<file path="src/rtl/spi_cmd_pkg.sv">
package spi_cmd_pkg;

    typedef enum logic [1:0] {
        S_IDLE   = 2'd0,
        S_ACTIVE = 2'd1,
        S_COMMIT = 2'd2,
        S_DROP   = 2'd3
    } frame_state_e;

endpackage

</file>
<file path="src/rtl/spi_cmd_sync.sv">
module spi_cmd_sync #(
    parameter int           STAGES  = 2,
    parameter int           W       = 3,
    parameter logic [W-1:0] RST_VAL = '0
) (
    input  logic         clk,
    input  logic         rst_n,
    input  logic [W-1:0] d,
    output logic [W-1:0] q
);

    logic [W-1:0] pipe [STAGES];

    generate
        for (genvar s = 0; s < STAGES; s++) begin : g_stage
            always_ff @(posedge clk or negedge rst_n) begin
                if (!rst_n) begin
                    pipe[s] <= RST_VAL;
                end else if (s == 0) begin
                    pipe[s] <= d;
                end else begin
                    pipe[s] <= pipe[(s == 0) ? 0 : s-1];
                end
            end
        end
    endgenerate

    assign q = pipe[STAGES-1];

endmodule

</file>
<file path="src/rtl/spi_cmd_frame.sv">
module spi_cmd_frame
    import spi_cmd_pkg::*;
#(
    parameter int WORD_W = 8
) (
    input  logic              clk,
    input  logic              rst_n,
    input  logic              sclk_s,
    input  logic              csb_s,
    input  logic              si_s,
    input  logic [WORD_W-1:0] status_in,
    output logic              so,
    output logic              so_oe,
    output logic              commit_vld,
    output logic [WORD_W-1:0] commit_word
);

    localparam int                CNT_W    = $clog2(WORD_W);
    localparam logic [CNT_W-1:0]  LAST_BIT = CNT_W'(WORD_W - 1);

    frame_state_e      state_q, state_d;
    logic              sclk_d, csb_d;
    logic              sclk_rise, sclk_fall, csb_rise, csb_fall;
    logic [WORD_W-1:0] shreg;
    logic [CNT_W-1:0]  bit_cnt;
    logic              got_byte;
    logic              so_q;

    assign sclk_rise = sclk_s & ~sclk_d;
    assign sclk_fall = ~sclk_s & sclk_d;
    assign csb_rise  = csb_s & ~csb_d;
    assign csb_fall  = ~csb_s & csb_d;

    // next-state logic
    always_comb begin
        state_d = state_q;
        unique case (state_q)
            S_IDLE:   if (csb_fall) state_d = S_ACTIVE;
            S_ACTIVE: if (csb_rise) state_d = (bit_cnt == '0 && got_byte) ? S_COMMIT : S_DROP;
            S_COMMIT: state_d = csb_fall ? S_ACTIVE : S_IDLE;
            S_DROP:   state_d = csb_fall ? S_ACTIVE : S_IDLE;
        endcase
    end

    // state register
    always_ff @(posedge clk or negedge rst_n) begin
        if (!rst_n) begin
            state_q <= S_IDLE;
            sclk_d  <= 1'b0;
            csb_d   <= 1'b1;
        end else begin
            state_q <= state_d;
            sclk_d  <= sclk_s;
            csb_d   <= csb_s;
        end
    end

    // shift path
    always_ff @(posedge clk or negedge rst_n) begin
        if (!rst_n) begin
            shreg    <= '0;
            bit_cnt  <= '0;
            got_byte <= 1'b0;
            so_q     <= 1'b0;
        end else if (csb_fall) begin
            shreg    <= status_in;
            so_q     <= status_in[WORD_W-1];
            bit_cnt  <= '0;
            got_byte <= 1'b0;
        end else if (state_q == S_ACTIVE) begin
            if (sclk_rise) begin
                shreg   <= {shreg[WORD_W-2:0], si_s};
                bit_cnt <= (bit_cnt == LAST_BIT) ? '0 : bit_cnt + 1'b1;
                if (bit_cnt == LAST_BIT) got_byte <= 1'b1;
            end
            if (sclk_fall) so_q <= shreg[WORD_W-1];
        end
    end

    // outputs
    always_comb begin
        so_oe       = (state_q == S_ACTIVE);
        commit_vld  = (state_q == S_COMMIT);
        commit_word = shreg;
        so          = so_q;
    end

    // a commit only follows a whole, non-empty byte count
    a_r4_whole_bytes: assert property (@(posedge clk) disable iff (!rst_n)
        commit_vld |-> (bit_cnt == '0 && got_byte));

    // first driven bit is the captured status MSB
    a_r5_status_msb: assert property (@(posedge clk) disable iff (!rst_n)
        $rose(so_oe) |-> (so == $past(status_in[WORD_W-1])));

    // so moves only after a serial-clock falling edge while driven
    a_r5_so_on_fall: assert property (@(posedge clk) disable iff (!rst_n)
        (so_oe && $past(so_oe) && !$past(sclk_fall)) |-> $stable(so));

    // driver released once chip select is seen high
    a_r7_release: assert property (@(posedge clk) disable iff (!rst_n)
        ($past(csb_s) && csb_s) |-> !so_oe);

endmodule

</file>
<file path="src/rtl/spi_cmd_regfile.sv">
module spi_cmd_regfile #(
    parameter int                         ADDR_W       = 3,
    parameter int                         DATA_W       = 4,
    parameter logic [(1<<ADDR_W)-1:0]     PER_OUT_MASK = 8'hF0
) (
    input  logic                                       clk,
    input  logic                                       rst_n,
    input  logic                                       commit_vld,
    input  logic [ADDR_W+DATA_W:0]                     commit_word,
    output logic [2*(1<<ADDR_W)*DATA_W-1:0]            cfg_q,
    output logic                                       wd_kick
);

    localparam int NUM_REG = 1 << ADDR_W;
    localparam int NUM_OUT = 2;
    localparam int WORD_W  = ADDR_W + DATA_W + 1;

    logic              sel;
    logic [ADDR_W-1:0] addr;
    logic [DATA_W-1:0] data;
    logic [DATA_W-1:0] reg_q [NUM_OUT][NUM_REG];
    logic              wd_seen, wd_last;

    assign sel  = commit_word[WORD_W-1];
    assign addr = commit_word[DATA_W +: ADDR_W];
    assign data = commit_word[DATA_W-1:0];

    generate
        for (genvar o = 0; o < NUM_OUT; o++) begin : g_out
            for (genvar a = 0; a < NUM_REG; a++) begin : g_reg
                always_ff @(posedge clk or negedge rst_n) begin
                    if (!rst_n) begin
                        reg_q[o][a] <= '0;
                    end else if (commit_vld && addr == ADDR_W'(a) &&
                                 (!PER_OUT_MASK[a] || sel == o[0])) begin
                        reg_q[o][a] <= data;
                    end
                end
                assign cfg_q[(o*NUM_REG+a)*DATA_W +: DATA_W] = reg_q[o][a];
            end
        end
    endgenerate

    always_ff @(posedge clk or negedge rst_n) begin
        if (!rst_n) begin
            wd_seen <= 1'b0;
            wd_last <= 1'b0;
            wd_kick <= 1'b0;
        end else begin
            wd_kick <= commit_vld && (!wd_seen || sel != wd_last);
            if (commit_vld) begin
                wd_seen <= 1'b1;
                wd_last <= sel;
            end
        end
    end

    // a shared-register write lands in copy 0
    a_r1_write_lands: assert property (@(posedge clk) disable iff (!rst_n)
        (commit_vld && !PER_OUT_MASK[addr]) |=> (reg_q[0][$past(addr)] == $past(data)));

    // per-output write leaves the unselected copy alone
    a_r2_other_copy_kept: assert property (@(posedge clk) disable iff (!rst_n)
        (commit_vld && PER_OUT_MASK[addr] && sel) |=> $stable(reg_q[0][$past(addr)]));

    // a kick only follows a commit
    a_r8_kick_after_commit: assert property (@(posedge clk) disable iff (!rst_n)
        wd_kick |-> $past(commit_vld));

endmodule

</file>
<file path="src/rtl/spi_cmd_regs.sv">
module spi_cmd_regs #(
    parameter int                     SYNC_STAGES  = 2,
    parameter int                     ADDR_W       = 3,
    parameter int                     DATA_W       = 4,
    parameter logic [(1<<ADDR_W)-1:0] PER_OUT_MASK = 8'hF0
) (
    input  logic                                clk,
    input  logic                                rst_n,
    input  logic                                sclk,
    input  logic                                csb,
    input  logic                                si,
    input  logic [ADDR_W+DATA_W:0]              status_in,
    output logic                                so,
    output logic                                so_oe,
    output logic [2*(1<<ADDR_W)*DATA_W-1:0]     cfg_q,
    output logic                                wd_kick
);

    localparam int WORD_W = ADDR_W + DATA_W + 1;

    logic              csb_s, sclk_s, si_s;
    logic              commit_vld;
    logic [WORD_W-1:0] commit_word;

    spi_cmd_sync #(
        .STAGES  (SYNC_STAGES),
        .W       (3),
        .RST_VAL (3'b100)
    ) u_sync (
        .clk   (clk),
        .rst_n (rst_n),
        .d     ({csb, sclk, si}),
        .q     ({csb_s, sclk_s, si_s})
    );

    spi_cmd_frame #(
        .WORD_W (WORD_W)
    ) u_frame (
        .clk         (clk),
        .rst_n       (rst_n),
        .sclk_s      (sclk_s),
        .csb_s       (csb_s),
        .si_s        (si_s),
        .status_in   (status_in),
        .so          (so),
        .so_oe       (so_oe),
        .commit_vld  (commit_vld),
        .commit_word (commit_word)
    );

    spi_cmd_regfile #(
        .ADDR_W       (ADDR_W),
        .DATA_W       (DATA_W),
        .PER_OUT_MASK (PER_OUT_MASK)
    ) u_regs (
        .clk         (clk),
        .rst_n       (rst_n),
        .commit_vld  (commit_vld),
        .commit_word (commit_word),
        .cfg_q       (cfg_q),
        .wd_kick     (wd_kick)
    );

endmodule

</file>
<file path="config.mk">
export PLATFORM = sky130hd
export DESIGN_NAME = spi_cmd_regs
export DESIGN_NICKNAME = d
export VERILOG_FILES = /design/src/rtl/spi_cmd_pkg.sv /design/src/rtl/spi_cmd_sync.sv /design/src/rtl/spi_cmd_frame.sv /design/src/rtl/spi_cmd_regfile.sv /design/src/rtl/spi_cmd_regs.sv
export SDC_FILE = /design/constraint.sdc
export NUM_CORES = 1
export LEC_CHECK = 0
export BUFFER_PORTS_ARGS = -buffer_cell sky130_fd_sc_hd__buf_2
export CORE_ASPECT_RATIO = 0.8
export CORE_UTILIZATION = 43
export CTS_BUF_LIST = sky130_fd_sc_hd__clkbuf_8
export CTS_CLUSTER_SIZE = 12
export DETAILED_ROUTE_END_ITERATION = 8
export PLACE_DENSITY_LB_ADDON = 0.15
export RECOVER_POWER = 50
export SLEW_MARGIN = 20
export SYNTH_ARGS = -nofsm -noshare
export SYNTH_HDL_FRONTEND = slang
export SYNTH_SLANG_ARGS = --single-unit
</file>
<file path="constraint.sdc">
create_clock -name clk -period 3.7 [get_ports clk]
set_input_delay 0.74 -clock clk [delete_from_list [all_inputs] [get_ports clk]]
set_output_delay 0.74 -clock clk [all_outputs]
set_load 0.05 [all_outputs]
</file>
* Word level (Yosys, flattened, before mapping)
Index checks and enable logic that the tools add are counted.
** Operators by class
- Add/subtract/negate cells :: 1
- Equal/unequal tests :: 14
- Muxes and demuxes :: 19
- Bitwise operators :: 9
- Reductions and logical operators :: 32
** Operators by type and width (number)
- $mux 8 :: 3
- $logic_and 1x1->1 :: 18
- $eq 3x3->1 const B :: 5
- $mux 3 :: 4
- $mux 1 :: 9
- $reduce_bool 2->1 :: 4
- $eq 3x2->1 const B :: 2
- $logic_not 3->1 :: 2
- $pmux 2 s3 :: 1
- $reduce_and 2->1 :: 3
- $not 1->1 :: 5
- $and 1x1->1 :: 4
- $eq 2x2->1 const B :: 2
- $mux 2 :: 2
- $ne 2x1->1 const B :: 2
- $add 3x1->3 const B :: 1
- $eq 3x1->1 const B :: 1
- $reduce_and 3->1 :: 1
- $eq 2x1->1 const B :: 1
- $logic_not 2->1 :: 1
- $reduce_or 2->1 :: 1
- $logic_not 1->1 :: 1
- $logic_or 1x1->1 :: 1
- $ne 1x1->1 :: 1
** Word-level totals
- Flip-flop bits (word level) :: 74
- Input bits :: 13
- Output and inout port bits :: 67
- Word-level logic and storage cells :: 99

* Depth between registers and ports, before layout
- Depth after elaboration :: 5
- Gate-level depth with buffers :: 5
- Gate-level depth less buffers :: 5

* Cells and area by module
A second synthesis with hierarchy kept.
** Unflattened totals
- Cell total of the unflattened synthesis :: 222
- Area, all modules :: 3086.7 um^2
** By module, submodules not included
- spi_cmd_regfile :: times used 1, cells an instance 142, area each 2105.8 um^2, seq. area each 1276.2 um^2
- spi_cmd_frame :: times used 1, cells an instance 71, area each 805.8 um^2, seq. area each 426.7 um^2
- spi_cmd_sync :: times used 1, cells an instance 9, area each 175.2 um^2, seq. area each 152.6 um^2

* Worst setup path after synthesis
OpenSTA, ideal clock, no wires.
- Kind :: register -> output
- From :: reg u_frame.state_q[1]
- To :: out so_oe
- Arrival time :: 905 ps
- Data required time :: 2960 ps
- Slack :: 2055 ps
- Cell stages (with the launch flop) :: 3
- Path buffers :: 0
- Cell sequence :: dfrtp_1 -> nand2b_1 -> inv_1
** Between the ends
- Longest elaborated chain between the ends :: 1
** Ends and longest elaborated chain
- start, declared :: RTL line spi_cmd_frame.sv:21 : frame_state_e state_q, state_d;
- start signal, assigned :: RTL line spi_cmd_frame.sv:52 : state_q <= state_d;
- $eq 2x1->1 :: RTL line spi_cmd_frame.sv:82 : so_oe = (state_q == S_ACTIVE);
- end, declared :: RTL line spi_cmd_regs.sv:14 : output logic so_oe,
Every way passes these cells.

* Final worst setup path
Same ends and word-level chain as after synthesis.

==> summary.md <==
| Metric | Value |
|---|---|
| Gpl congestion | `0.7215` |
| Chip Height | `77.88 um` |
| Worst Hold Class | `reg2reg` |
| Detailed-route vias per instance | `4.963` |
| Max clock buf depth | `2` |
| Switch share | `0.4291` |
| Count leader, synth | `dfrtp_1` |
| Number of global-route vias before repair | `1828` |
| Max-slew violations | `75` |
| Largest net degree at the start of global routing | `75` |
| Cell total after placement | `363` |
| Number of remaining DRC errors | `0` |
| Final Hold Violating Endpoints | `0` |
| Top_reg_cell synth | `dfrtp_1` |
| Max Cap Viol | `1` |
| Area growth syn-to-layout | `17.51%` |
| Num rows | `27` |
| Max Clock Skew | `0.008664 ns` |
| Final non-filler cell total | `379` |
| Total CTS buffers | `9` |
| Critical Path RT | `2.96 ns` |
| FFs w/ async S/R, synth | `1.000` |
| Relative slew margins | `-0.2037` |
| Peak VDD IR | `344.1 uV` |
| Crit Path Category | `reg2out` |
| Setup TNS | `0 ns` |
| Critical path capture point type | `output pin` |
| Post-synthesis sequential element count | `74` |
| CTS Sinks | `74` |
| Mapped Nets | `239` |
| Die width | `96.84 um` |
| Diode count | `0` |
| Reg power frac | `0.406` |
| Top post-synthesis cells by count | `dfrtp_1 (71), mux2_2 (41), buf_4 (17)` |
| Full die area | `7541 um2` |
| Startpoint Class | `flip-flop` |
| Internal | `1.517 mW` |
| Netlist cell types | `29` |
| Outcome | `finished, violations left` |
| Top-area cell type share of the netlist area | `0.5742` |
| Syn_area_per_cell | `13.88 um2` |
| Cell Area, Synth | `3094 um2` |
| Initial core utilization | `0.4468` |
| Detailed-route via count | `1881` |
| Crit path launch | `u_frame.state_q[1]$_DFFE_PN0P_` |
| Tcrit/Tclk final | `0.5684` |
| Violated checks | `capacitance limit, slew limit` |
| Placed cell area | `3446 um2` |
| Synth top area cells | `dfrtp_1 (57%), mux2_2 (15%), buf_4 (4.1%)` |
| Fmax | `475.5 MHz` |
| Detailed placer's ending HPWL | `3797 um` |
| Post_cts resized | `0` |
| Clock-pin transition on the worst setup and hold timing paths | `0.08 ns` |
| Initial antenna violation count | `0` |
| CORE AREA | `6925 um2` |
| Post-DR wirelength/cell | `15.17 um` |
| Post-route ant nets | `0` |
| PortBufs | `79` |
| GRT Total Usage | `0.1672` |
| Design area | `3636 um2` |
| Synth area leader | `dfrtp_1` |
| Pwr dens | `730.8 nW/um2` |
| Pleak | `1.936 nW` |
| CTS tree | `built` |
| Combinational power share | `0.362` |
| Clk root buf | `clkbuf_8` |
| Register area share after synthesis | `0.5997` |
| Worst Tran Pin Value | `1.806 ns` |
| DR iter-0 viols | `96` |
| Largest fanout on the critical path | `7` |
| Grt total ovfl | `0` |
| Ports | `80` |
| Post-synth EDFFs | `0` |
| Ys Warns | `0` |
| Clk_lat worst skew | `0.34 ns` |
| Post-Syn Instances | `223` |
| P_sw | `1.140 mW` |
| H-tree depth | `3` |
| RSZ-0062 raised after global routing | `no` |
| Routed WL | `5748 um` |
| # setup viols final | `0` |
| Post-CTS setup buffers | `0` |
| Fraction of layout cells with a size suffix above 1 | `0.5103` |
| Tmin final | `2.103 ns` |
| Hold-fix buffers at CTS | `0` |
| First-pass GRT wire length | `9604 um` |
| HP Start | `u_sync.pipe[4]$_DFF_PN0_` |
| Final nets | `303` |
| Reg-to-reg startpoint | `u_frame.state_q[1]$_DFFE_PN0P_` |
| CP arrival | `1.36 ns` |
| Pre-antenna DRT Iters | `2` |
| Clock power frac | `0.232` |
power groups by stage:
stage / sequential, mW / combinational, mW / clock (mW)
finish: 1.08 / 0.962 / 0.616
global route: 1.11 / 1.00 / 0.674
CTS: 1.08 / 0.972 / 0.633
detailed placement: 1.10 / 0.971 / 0
global placement: 1.09 / 0.967 / 0
floorplan: 1.42 / 0.486 / 0
path summary, 6_finish.rpt:
path	endpoint	slack [ns]	depth (start not counted)
setup / recovery	so_oe	1.60	3
hold / removal	u_sync.q[1]$_DFF_PN0_	0.35	0
setup reg to reg	u_frame.commit_word[0]$_DFFE_PN0P_	1.78	3
hold reg to reg	u_sync.q[1]$_DFF_PN0_	0.35	0
max in group asynchronous	u_regs.cfg_q[26]$_DFFE_PN0P_	1.74	1
min in group asynchronous	u_frame.sclk_d$_DFF_PN0_	0.87	1
through the flow:
step | power (mW) | hold WS (ns) | util | setup slack, ns
after floorplan | 1.909 | 0.3312 | - | 2.055
after global placement | 2.060 | 0.3334 | 0.4976 | 1.851
after detailed placement | 2.070 | 0.3347 | 0.4976 | 1.768
after CTS | 2.689 | 0.3520 | 0.5257 | 1.578
after global routing | 2.787 | 0.3639 | 0.5250 | 1.408
final | 2.657 | 0.3490 | 0.5250 | 1.597
area by class of cell:
type	instances	area, um2
sequential	74	1856
clock buffer	10	137.6
multi-input combinational	120	1070
inverter	3	11.26
timing repair buffer	79	395.4
clock inverter	6	57.56
fill	610	3289
tap	87	108.9
metal layers:
metal | track usage | part of all wire | vias up
met4 | 0.06716 | 0.013 | 0
met5 | 0 | 0 | -
met3 | 0.05766 | 0.063 | 9
met2 | 0.2261 | 0.41 | 56
met1 | 0.2439 | 0.51 | 932
li1 | - | - | 884
cells by family (layout without fill, tap and decap cells):
family	Yosys count	in the layout	synth area share
flops	74	74	0.5997
buf+inv	29	98	0.05863
xor+xnor	1	1	0.002831
mux	60	60	0.2236
compound gates	14	14	0.02264
fa+ha+maj	3	3	0.01213
simple gates	42	42	0.08047
flip-flops by register name, summed over array words and instances, names as in the netlist, 2 cells and up:
| signal | cells |
|---|---|
| u_frame.commit_word | 8 |
| u_regs.cfg_q | 48 |
| u_frame.state_q | 2 |
| u_frame.bit_cnt | 3 |
| u_sync.pipe | 3 |
| u_sync.q | 3 |
layout by cell type (no fill, tap or decap), drive strengths merged:
cell and n:
and2b 1, mux2i 11, nand2 14, and4bb 1, nand4b 2, dfstp 3
nor3 1, xnor2 1, ha 3, nor2 7, nor4bb 2, nor2b 3
nand2b 5, or3 1, clkinv 4, nand3b 1, inv 4, nor3b 3
bufinv 1, o21ai 7, buf 78, clkbuf 11, a21oi 7, mux2 49
dfrtp 71, and3 1
worst max-delay path: stages, from the launching register on:
cell and delay, ns:
dfrtp_1 0.46, nand2b_1 0.22, inv_1 0.09, buf_2 0.26
No activity file was read; power rests on OpenSTA's default activity.
